`config.mk`:
```
export PLATFORM = sky130hd
export DESIGN_NAME = aux_page_mapper
export DESIGN_NICKNAME = d
export VERILOG_FILES = /design/src/rtl/apm_pkg.sv /design/src/rtl/apm_mode_regs.sv /design/src/rtl/apm_c8_ctrl.sv /design/src/rtl/apm_page_decode.sv /design/src/rtl/aux_page_mapper.sv
export SDC_FILE = /design/constraint.sdc
export NUM_CORES = 1
export LEC_CHECK = 0
export BUFFER_PORTS_ARGS = -buffer_cell sky130_fd_sc_hd__buf_2
export CAP_MARGIN = 40
export CORE_MARGIN = 2
export CORE_UTILIZATION = 43
export DETAILED_ROUTE_END_ITERATION = 12
export GPL_ROUTABILITY_DRIVEN = 0
export PLACE_DENSITY_LB_ADDON = 0.05
export SLEW_MARGIN = 40
export SYNTH_ARGS = -nofsm -noshare
export SYNTH_HDL_FRONTEND = slang
export SYNTH_SLANG_ARGS = --single-unit
```
`constraint.sdc`:
```
create_clock -name clk -period 1.6 [get_ports clk]
set_input_delay 0.08 -clock clk [delete_from_list [all_inputs] [get_ports clk]]
set_output_delay 0.08 -clock clk [all_outputs]
set_load 0.1 [all_outputs]
```
`src/rtl/apm_pkg.sv`:
```
package apm_pkg;

    typedef enum logic [2:0] {
        SRC_MAIN    = 3'd0,
        SRC_AUX     = 3'd1,
        SRC_IO      = 3'd2,
        SRC_SYSROM  = 3'd3,
        SRC_CARDROM = 3'd4
    } src_e;

    typedef enum logic {
        C8_CARD     = 1'b0,
        C8_INTERNAL = 1'b1
    } c8_state_e;

    localparam int NUM_FLAGS = 8;
    localparam int FLAG_SEL_W = $clog2(NUM_FLAGS);

    // Bit 0 is the last member listed.
    typedef struct packed {
        logic slot_c3;
        logic int_cx;
        logic hires;
        logic page2;
        logic store80;
        logic aux_wr;
        logic aux_rd;
        logic alt_zp;
    } mode_t;

    localparam int PAGE_W = 8;
    localparam logic [PAGE_W-1:0] PG_STACK_END = 8'h01;
    localparam logic [PAGE_W-1:0] PG_TEXT_LO   = 8'h04;
    localparam logic [PAGE_W-1:0] PG_TEXT_HI   = 8'h07;
    localparam logic [PAGE_W-1:0] PG_HGR_LO    = 8'h20;
    localparam logic [PAGE_W-1:0] PG_HGR_HI    = 8'h3F;
    localparam logic [PAGE_W-1:0] PG_RAM_END   = 8'hBF;
    localparam logic [PAGE_W-1:0] PG_IO        = 8'hC0;
    localparam logic [PAGE_W-1:0] PG_SLOT3     = 8'hC3;
    localparam logic [PAGE_W-1:0] PG_EXP_LO    = 8'hC8;
    localparam logic [PAGE_W-1:0] PG_CX_END    = 8'hCF;

endpackage

```
`src/rtl/apm_mode_regs.sv`:
```
module apm_mode_regs
    import apm_pkg::*;
#(
    parameter int N = NUM_FLAGS,
    localparam int SEL_W = $clog2(N)
) (
    input  logic             clk,
    input  logic             rst_n,
    input  logic             cfg_wr,
    input  logic [SEL_W-1:0] cfg_sel,
    input  logic             cfg_val,
    output logic [N-1:0]     flags_q
);

    for (genvar i = 0; i < N; i++) begin : g_flag
        always_ff @(posedge clk) begin
            if (!rst_n)
                flags_q[i] <= 1'b0;
            else if (cfg_wr && cfg_sel == SEL_W'(i))
                flags_q[i] <= cfg_val;
        end
    end

endmodule

```
`src/rtl/apm_c8_ctrl.sv`:
```
module apm_c8_ctrl
    import apm_pkg::*;
#(
    parameter int ADDR_W = 16,
    localparam int PAGE_LSB = ADDR_W - PAGE_W
) (
    input  logic              clk,
    input  logic              rst_n,
    input  logic              acc_valid,
    input  logic [ADDR_W-1:0] acc_addr,
    input  logic              slot_c3,
    output logic              c8_on
);

    localparam logic [ADDR_W-1:0] RELEASE_ADDR = {PG_CX_END, {PAGE_LSB{1'b1}}};

    c8_state_e state_q, state_d;
    logic      arm_hit, release_hit;

    assign arm_hit     = acc_valid && (acc_addr[ADDR_W-1 -: PAGE_W] == PG_SLOT3) && !slot_c3;
    assign release_hit = acc_valid && (acc_addr == RELEASE_ADDR);

    always_comb begin
        state_d = state_q;
        unique case (state_q)
            C8_CARD:     if (arm_hit)     state_d = C8_INTERNAL;
            C8_INTERNAL: if (release_hit) state_d = C8_CARD;
        endcase
    end

    always_ff @(posedge clk) begin
        if (!rst_n) state_q <= C8_CARD;
        else        state_q <= state_d;
    end

    always_comb begin
        c8_on = 1'b0;
        unique case (state_q)
            C8_CARD:     c8_on = 1'b0;
            C8_INTERNAL: c8_on = 1'b1;
        endcase
    end

endmodule

```
`src/rtl/apm_page_decode.sv`:
```
module apm_page_decode
    import apm_pkg::*;
#(
    parameter bit WRITE_PORT = 1'b0
) (
    input  logic [PAGE_W-1:0] page,
    input  mode_t             mode,
    input  logic              c8_on,
    output src_e              src
);

    logic bank_aux;
    logic in_text, in_hgr;
    src_e disp_src;

    assign bank_aux = WRITE_PORT ? mode.aux_wr : mode.aux_rd;
    assign in_text  = (page >= PG_TEXT_LO) && (page <= PG_TEXT_HI);
    assign in_hgr   = (page >= PG_HGR_LO) && (page <= PG_HGR_HI);
    assign disp_src = mode.page2 ? SRC_AUX : SRC_MAIN;

    always_comb begin
        src = SRC_SYSROM;
        if (page <= PG_RAM_END) begin
            src = SRC_MAIN;
            if (page <= PG_STACK_END) begin
                if (mode.alt_zp) src = SRC_AUX;
            end else begin
                if (bank_aux) src = SRC_AUX;
                if (mode.store80 && in_text) src = disp_src;
                if (mode.store80 && mode.hires && in_hgr) src = disp_src;
            end
        end else if (page == PG_IO) begin
            src = SRC_IO;
        end else if (!WRITE_PORT && !mode.int_cx && page <= PG_CX_END) begin
            src = SRC_CARDROM;
            if (page == PG_SLOT3 && !mode.slot_c3) src = SRC_SYSROM;
            if (page >= PG_EXP_LO && c8_on) src = SRC_SYSROM;
        end
    end

endmodule

```
`src/rtl/aux_page_mapper.sv`:
```
module aux_page_mapper
    import apm_pkg::*;
#(
    parameter int ADDR_W = 16,
    localparam int SEL_W = FLAG_SEL_W
) (
    input  logic              clk,
    input  logic              rst_n,
    input  logic              cfg_wr,
    input  logic [SEL_W-1:0]  cfg_sel,
    input  logic              cfg_val,
    input  logic              acc_valid,
    input  logic              acc_write,
    input  logic [ADDR_W-1:0] acc_addr,
    output logic [2:0]        rd_src,
    output logic [2:0]        wr_src,
    output logic              wr_drop
);

    logic [NUM_FLAGS-1:0] flags_q;
    mode_t                mode_q;
    logic                 c8_on;
    src_e                 rd_e, wr_e;
    logic [PAGE_W-1:0]    page;

    assign mode_q = mode_t'(flags_q);
    assign page   = acc_addr[ADDR_W-1 -: PAGE_W];

    apm_mode_regs #(.N(NUM_FLAGS)) u_regs (
        .clk     (clk),
        .rst_n   (rst_n),
        .cfg_wr  (cfg_wr),
        .cfg_sel (cfg_sel),
        .cfg_val (cfg_val),
        .flags_q (flags_q)
    );

    apm_c8_ctrl #(.ADDR_W(ADDR_W)) u_c8 (
        .clk       (clk),
        .rst_n     (rst_n),
        .acc_valid (acc_valid),
        .acc_addr  (acc_addr),
        .slot_c3   (mode_q.slot_c3),
        .c8_on     (c8_on)
    );

    apm_page_decode #(.WRITE_PORT(1'b0)) u_rd (
        .page  (page),
        .mode  (mode_q),
        .c8_on (c8_on),
        .src   (rd_e)
    );

    apm_page_decode #(.WRITE_PORT(1'b1)) u_wr (
        .page  (page),
        .mode  (mode_q),
        .c8_on (c8_on),
        .src   (wr_e)
    );

    assign rd_src  = rd_e;
    assign wr_src  = wr_e;
    assign wr_drop = acc_write && (wr_e == SRC_SYSROM || wr_e == SRC_CARDROM);

endmodule

```
==> run metrics, run 1 <==
Primary FF master, synth=dfxtp_1; syn avg cell area=7.89 sq um; Setup TNS Final=-423 ps; fillcell total=113; internal power=408 uW; clock-pin transition on the worst setup and hold timing paths=around 60 ps; Syn Inst Count=~80; required time worst endpoint=1520 ps; crit-path max FO=3; row cnt=13; Netlist cell types=35; worst r2r src=u_regs.flags_q[7]$_SDFFE_PN0P_; Logic pwr share=0.360; Avg Vias per Cell=approximately 5.4; Worst-Skew Late Latency=250 ps; I/O Buffers=30; Final HPWL DP=1160 um; total leakage power=roughly 0.00041 uW; DR DRC count=0; Detail Route Antenna Nets=0; flops & latches, synth=9; Max Root-Sink Buffers=2; largest net degree at the start of global routing=10; Fmax=0.551 GHz; Starting Density=0.474; R2R depth=4; Hold Slack=165 ps; Net Switching=212 uW; Post-Syn Area=639 sq um; die height=42.6 um; DR WL/cell=11.3 um; CTS tree=done; peak supply drop=0.732 mV; first-pass GRT wire length=2610 um; syn_nets=106; final worst setup slack=-214 ps; Crit. End Element=output pin; crit path time final=about 1800 ps; register area share after synthesis=0.282; DRT Pass-1 Iters=4; CP max-delay cell=a2111o_1; total global routing overflow=0; fin. max-slew vios=0; CP Class=register to output pin; FF-to-FF setup slack=around 540 ps; Ys Warns=0; placed insts=127; CP startpoint=u_c8.state_q$_SDFF_PN0_; Core Box Area=1350 sq um; worst path arrival time=~1700 ps; RSZ-0062 raised after global routing=yes; clk sinks=9; non-filler cells, final=132; layout cells sized above 1=0.479; Worst Hold Class=input port to register; setup violators final=4; Cell Chain, Critical Path=a2111o_1 > o211ai_1 > o31ai_1 > a311o_2 > buf_12; Storage cell area=184 sq um; Clock Skews=between 0.001 and 0.0015 ps; DRT iter0 DRCs=12; initial antenna violation count=0; nets=143; switching share of power=0.342; Syn-to-layout area delta=53.2%; max-capacitance violation count=0; clock power share=0.267; CTS hold repair buffers=0; status=finished, violations left; pre-CTS setup slack=-23.7 ps; CTS H-tree depth=1; number of global-route vias before repair=~660; Total Wirelength=1500 um; Hold Violations, Final=0; die area=roughly 1800 sq um; Boundary Pins=32; async set or reset register ratio after synthesis=0; Worst Setup Start Kind=register; root buffer cell=clkbuf_4; Vias=716; CP Capture Point=rd_src[0]; total CTS buffers=3; Post-synth EDFFs=0; aggregate global-route resource usage=0.185; failing checks=negative setup slack; ant diodes=0; ratio of final minimum period to clock period=1.13; Die X-Extent=between 40 and 50 um; Power Density=633 nW/um^2; Worst R2R End=u_c8.state_q$_SDFF_PN0_; register share of total power=0.373; crit-path max cell delay=420 ps; Multi-input gate area=479 sq um; Tot Pwr=620 uW
-- synth_stat cells (2+ instances only) --
cell	n	share of area
nor3_1	4	0.031
nor2_1	14	0.082
nor3b_1	2	0.023
and3_1	2	0.020
nand4_1	3	0.029
dfxtp_1	9	0.28
a21oi_1	3	0.023
nand4b_1	2	0.027
nand2_1	4	0.023
mux2i_1	8	0.13
inv_1	4	0.023
nand3_1	3	0.023
-- placed cells by master, fill, tap and decap left out, types with 2 or more instances in the layout --
cell / netlist / layout
mux2i_1: 8 / 8
nand2_1: 4 / 4
buf_4: 1 / 5
a21oi_2: 0 / 2
nand4_1: 3 / 3
clkbuf_4: 0 / 3
nand4b_1: 2 / 2
inv_1: 4 / 3
dfxtp_2: 0 / 3
nor3_1: 4 / 3
nor3b_1: 2 / 2
buf_2: 0 / 24
buf_12: 0 / 4
dfxtp_1: 9 / 6
nor2_1: 14 / 13
nand3_1: 3 / 3
-- critical path: cells and delay by family, from the launching register on --
family	cells	cell delay, ps
flops	1	320
compound gates	4	990
buf+inv	1	170
-- registers in the layout, summed over array words and instances, names as in the netlist --
name and flops:
u_regs.flags_q 8, u_c8.state_q 1
-- kinds of logic after synthesis --
group / count (synthesis) / share of synthesized area
AO/OA/AOI/OAI: 15 / 0.184
XOR/XNOR: 1 / 0.0137
buffers and inverters: 7 / 0.0470
flip-flops: 9 / 0.282
multiplexers: 8 / 0.125
other: 1 / 0.00587
AND/OR/NAND/NOR: 40 / 0.342
-- power by group through the flow --
| stage | Sequential (uW) | Clock [uW] | Combinational (uW) |
|---|---|---|---|
| final | 231 | 166 | 223 |
| after global routing | 231 | 189 | 239 |
| after CTS | 231 | 176 | 215 |
| after detailed placement | 236 | 0 | 208 |
| after global placement | 236 | 0 | 207 |
| after floorplan | 235 | 0 | 128 |
-- per-layer routing --
| layer | part of all wire | track usage | vias to the layer above |
|---|---|---|---|
| li1 | - | - | 376 |
| met1 | 0.47 | 0.249 | 313 |
| met2 | 0.46 | 0.302 | 27 |
| met3 | 0.073 | 0.0517 | 0 |
| met4 | 0 | 0.0188 | 0 |
| met5 | 0 | 0 | - |
-- through the flow --
| stage | cell area [sq um] | utilization |
|---|---|---|
| 2_1_floorplan | 651 | - |
| 3_3_place_gp | 891 | 0.660 |
| 3_5_place_dp | 891 | 0.660 |
| 4_1_cts | 952 | 0.705 |
| 5_1_grt | 980 | 0.726 |
| 6_report | 980 | 0.726 |
-- area by class of cell --
type                       instances  share of cell area
multi-input combinational         65               0.489
timing repair buffer              34               0.254
sequential                         9               0.188
tap                               15              0.0192
clock buffer                       4              0.0268
inverter                           5              0.0230
-- worst min path at each step --
stage                                                end    start  slack (ps)  cells after the start
after global routing             u_c8.state_q$_SDFF_PN0_    rst_n         200                      3
after CTS                 u_regs.flags_q[3]$_SDFFE_PN0P_    rst_n         160                      3
after floorplan                  u_c8.state_q$_SDFF_PN0_    rst_n         290                      2
final                     u_regs.flags_q[5]$_SDFFE_PN0P_    rst_n         160                      3
after global placement    u_regs.flags_q[5]$_SDFFE_PN0P_  cfg_val         430                      3
after detailed placement         u_c8.state_q$_SDFF_PN0_    rst_n         430                      3
-- repair_timing --
| action | in CTS | in global routing |
|---|---|---|
| buffers inserted | 0 | 1 |
| pin swaps | 3 | 2 |
| setup endpoints to repair | 4 | 4 |
| hold endpoints to repair | 0 | 0 |
| gates resized for setup | 11 | 4 |
(Power assumes the default switching activity.)
==> run 2, diff against run 1 <==
--- a/config.mk
+++ b/config.mk
@@ -5,10 +5,11 @@
 export SDC_FILE = /design/constraint.sdc
 export NUM_CORES = 1
 export LEC_CHECK = 0
+export ABC_AREA = 1
 export BUFFER_PORTS_ARGS = -buffer_cell sky130_fd_sc_hd__buf_2
 export CAP_MARGIN = 40
-export CORE_MARGIN = 2
-export CORE_UTILIZATION = 43
+export CORE_MARGIN = 5
+export CORE_UTILIZATION = 44
 export DETAILED_ROUTE_END_ITERATION = 12
 export GPL_ROUTABILITY_DRIVEN = 0
 export PLACE_DENSITY_LB_ADDON = 0.05
==> run metrics, run 2 <==
DRT Pass-1 Iters=4 (unchanged); CP Class=register to output pin (unchanged); CTS H-tree depth=1 (unchanged); DRT iter0 DRCs=25 (was 12); flops & latches, synth=9 (unchanged); Boundary Pins=32 (unchanged); ant diodes=0 (unchanged); row cnt=14 (was 13); Avg Vias per Cell=4.95 (was 5.42); Syn-to-layout area delta=46.3% (was 53.2%); die area=2380 sq um (was 1810 sq um); Worst-Skew Late Latency=260 ps (was 250 ps); commonest cells in the netlist=inv_1, nand2_1, nand3_1 (was nor2_1, dfxtp_1, mux2i_1); Total Wirelength=1710 um (was 1500 um); root buffer cell=clkbuf_4 (unchanged); Tot Pwr=607 uW (was 620 uW); total global routing overflow=0 (unchanged); syn avg cell area=5.66 sq um (was 7.89 sq um); Netlist cell types=19 (was 35); Yosys top cell area share=0.272 (was 0.282); Crit. End Element=output pin (unchanged); Hold Slack=139 ps (was 165 ps); number of flip-flops in the largest register=8 (unchanged); peak supply drop=0.409 mV (was 0.732 mV); async set or reset register ratio after synthesis=0 (unchanged); Cell Chain, Critical Path=nor3_1 > nand2_1 > nand2_2 > nand3_1 > nand2_4 > buf_12 (was a2111o_1 > o211ai_1 > o31ai_1 > a311o_2 > buf_12); setup violators final=0 (was 4); Post-Syn Area=662 sq um (was 639 sq um); fin util=0.658 (was 0.726); Worst Setup Start Kind=register (unchanged); I/O Buffers=30 (unchanged); max-capacitance violation count=0 (unchanged); worst path arrival time=1440 ps (was 1730 ps); total CTS buffers=3 (unchanged); Hold Violations, Final=0 (unchanged); fin. max-slew vios=0 (unchanged); Die X-Extent=48.8 um (was 42.6 um); Most flops, register=u_regs.flags_q (unchanged); Post-synth EDFFs=0 (unchanged); Ys Warns=0 (unchanged); most frequent cells in the layout=buf_2, inv_1, nand2_1, nand3_1, nor2_1 (was buf_2, nor2_1, mux2i_1, dfxtp_1, buf_4); ratio of final minimum period to clock period=0.950 (was 1.13); nets=175 (was 143); RSZ-0062 raised after global routing=yes (unchanged); crit path time final=1520 ps (was 1810 ps); required time worst endpoint=1520 ps (about the same); Max Root-Sink Buffers=2 (unchanged); DR DRC count=0 (unchanged); clk sinks=9 (unchanged); first-pass GRT wire length=3120 um (was 2610 um); post-CTS setup buffers=0 (unchanged); Fmax=0.658 GHz (was 0.551 GHz); number of global-route vias before repair=782 (was 664); Worst Hold Class=input port to register (unchanged); CTS tree=done (unchanged); Setup TNS Final=0 ps (was -423 ps); clock-pin transition on the worst setup and hold timing paths=60 ps (about the same); crit-path max cell delay=320 ps (was 420 ps); Area contributors post-synth=dfxtp_1, inv_1, nand2_1, nand3_1, a21oi_1 (was dfxtp_1, mux2i_1, nor2_1, nor3_1, nand4_1); aggregate global-route resource usage=0.158 (was 0.185); Starting Density=0.450 (was 0.474); initial antenna violation count=0 (unchanged); Crit path max-delay family=simple AND/OR/NAND/NOR gates (was compound AO/OA/AOI/OAI gates); register area share after synthesis=0.272 (was 0.282); largest net degree at the start of global routing=10 (unchanged); Detail Route Antenna Nets=0 (unchanged); CP bufs+invs=1 (unchanged); layout cells sized above 1=0.349 (was 0.479); DR WL/cell=10.4 um (was 11.3 um); Power Density=627 nW/um^2 (was 633 nW/um^2); Primary FF master, synth=dfxtp_1 (unchanged); syn_nets=142 (was 106); status=completed (was finished, violations left); crit-path max FO=3 (unchanged); commonest non-fill, non-tap cell in the layout=buf_2 (unchanged); CP max-delay cell=dfxtp_1 (was a2111o_1); Clock Skews=0.241 ps (was 0.00147 ps); Final HPWL DP=1460 um (was 1160 um); Synth area leader=dfxtp_1 (unchanged); die height=48.8 um (was 42.6 um); Core Box Area=1470 sq um (was 1350 sq um); Syn Inst Count=117 (was 81); total leakage power=0.000475 uW (was 0.000414 uW); Vias=816 (was 716); biggest regs=u_regs.flags_q x8, u_c8.state_q x1 (unchanged)
run 2: cell types whose count changed in the layout (fill, tap and decap cells not counted), moves of 3 or more:
cell | before | now
inv_1 | 3 | 22
nand3_1 | 3 | 15
nor2_1 | 13 | 9
a21oi_1 | 1 | 8
mux2i_1 | 8 | 0
nand2_1 | 4 | 18
o21ai_0 | 1 | 8
nor2_4 | 0 | 3
buf_4 | 5 | 0
nand2_2 | 0 | 6
run 2: final timing paths:
check,from,to,slack (ps),cells past startpoint
setup / recovery,u_regs.flags_q[7]$_SDFFE_PN0P_,rd_src[0],80,6
hold / removal,cfg_val,u_regs.flags_q[5]$_SDFFE_PN0P_,140,3
setup reg to reg,u_regs.flags_q[7]$_SDFFE_PN0P_,u_c8.state_q$_SDFF_PN0_,700,4
hold reg to reg,u_c8.state_q$_SDFF_PN0_,u_c8.state_q$_SDFF_PN0_,470,1
run 2: metrics by stage:
stage                     setup WS [ps]  instances  instance area (sq um)
after floorplan                   -47.1        117                    691
after global placement              334        161                    910
after detailed placement            293        161                    910
after CTS                          44.3        165                    936
after global routing              -3.55        165                    968
final                              79.6        165                    968
run 2: final cells by class:
type | count | area, sq um
flip-flops and latches | 9 | 183
clock buffers | 4 | 26.3
multi-input cells | 82 | 433
fillers | 144 | 503
inverters | 24 | 93.8
repair buffers | 30 | 213
well taps | 16 | 20.0
run 2: layer usage:
layer,wire [um],vias to the layer above,GRT usage
met1,686,339,0.164
met4,68,0,0.103
met2,748,33,0.252
met5,0,-,0
li1,-,435,-
met3,210,9,0.0734
run 2: report_power, final:
part           total, uW  switching, uW  internal, uW
combinational        198            133          64.5
clock                179           82.3          96.3
sequential           231           2.41           229
run 2: what timing repair did:
item | 4_1_cts | 5_1_grt
hold buffers | 0 | 0
gates resized for setup | 0 | 11
endpoints found under the setup margin | 0 | 3
endpoints found under the hold margin | 0 | 0
run 2: cell families after synthesis:
family	Yosys count	share of synthesized area
AO/OA/AOI/OAI	20	0.157
buffers and inverters	26	0.153
flip-flops	9	0.272
other	1	0.00567
AND/OR/NAND/NOR	61	0.412
run 2: worst register-to-register path: cells and delay by family (launching register included):
family          cells  cell delay (ps)
simple gates        3              430
compound gates      1              110
flops               1              320
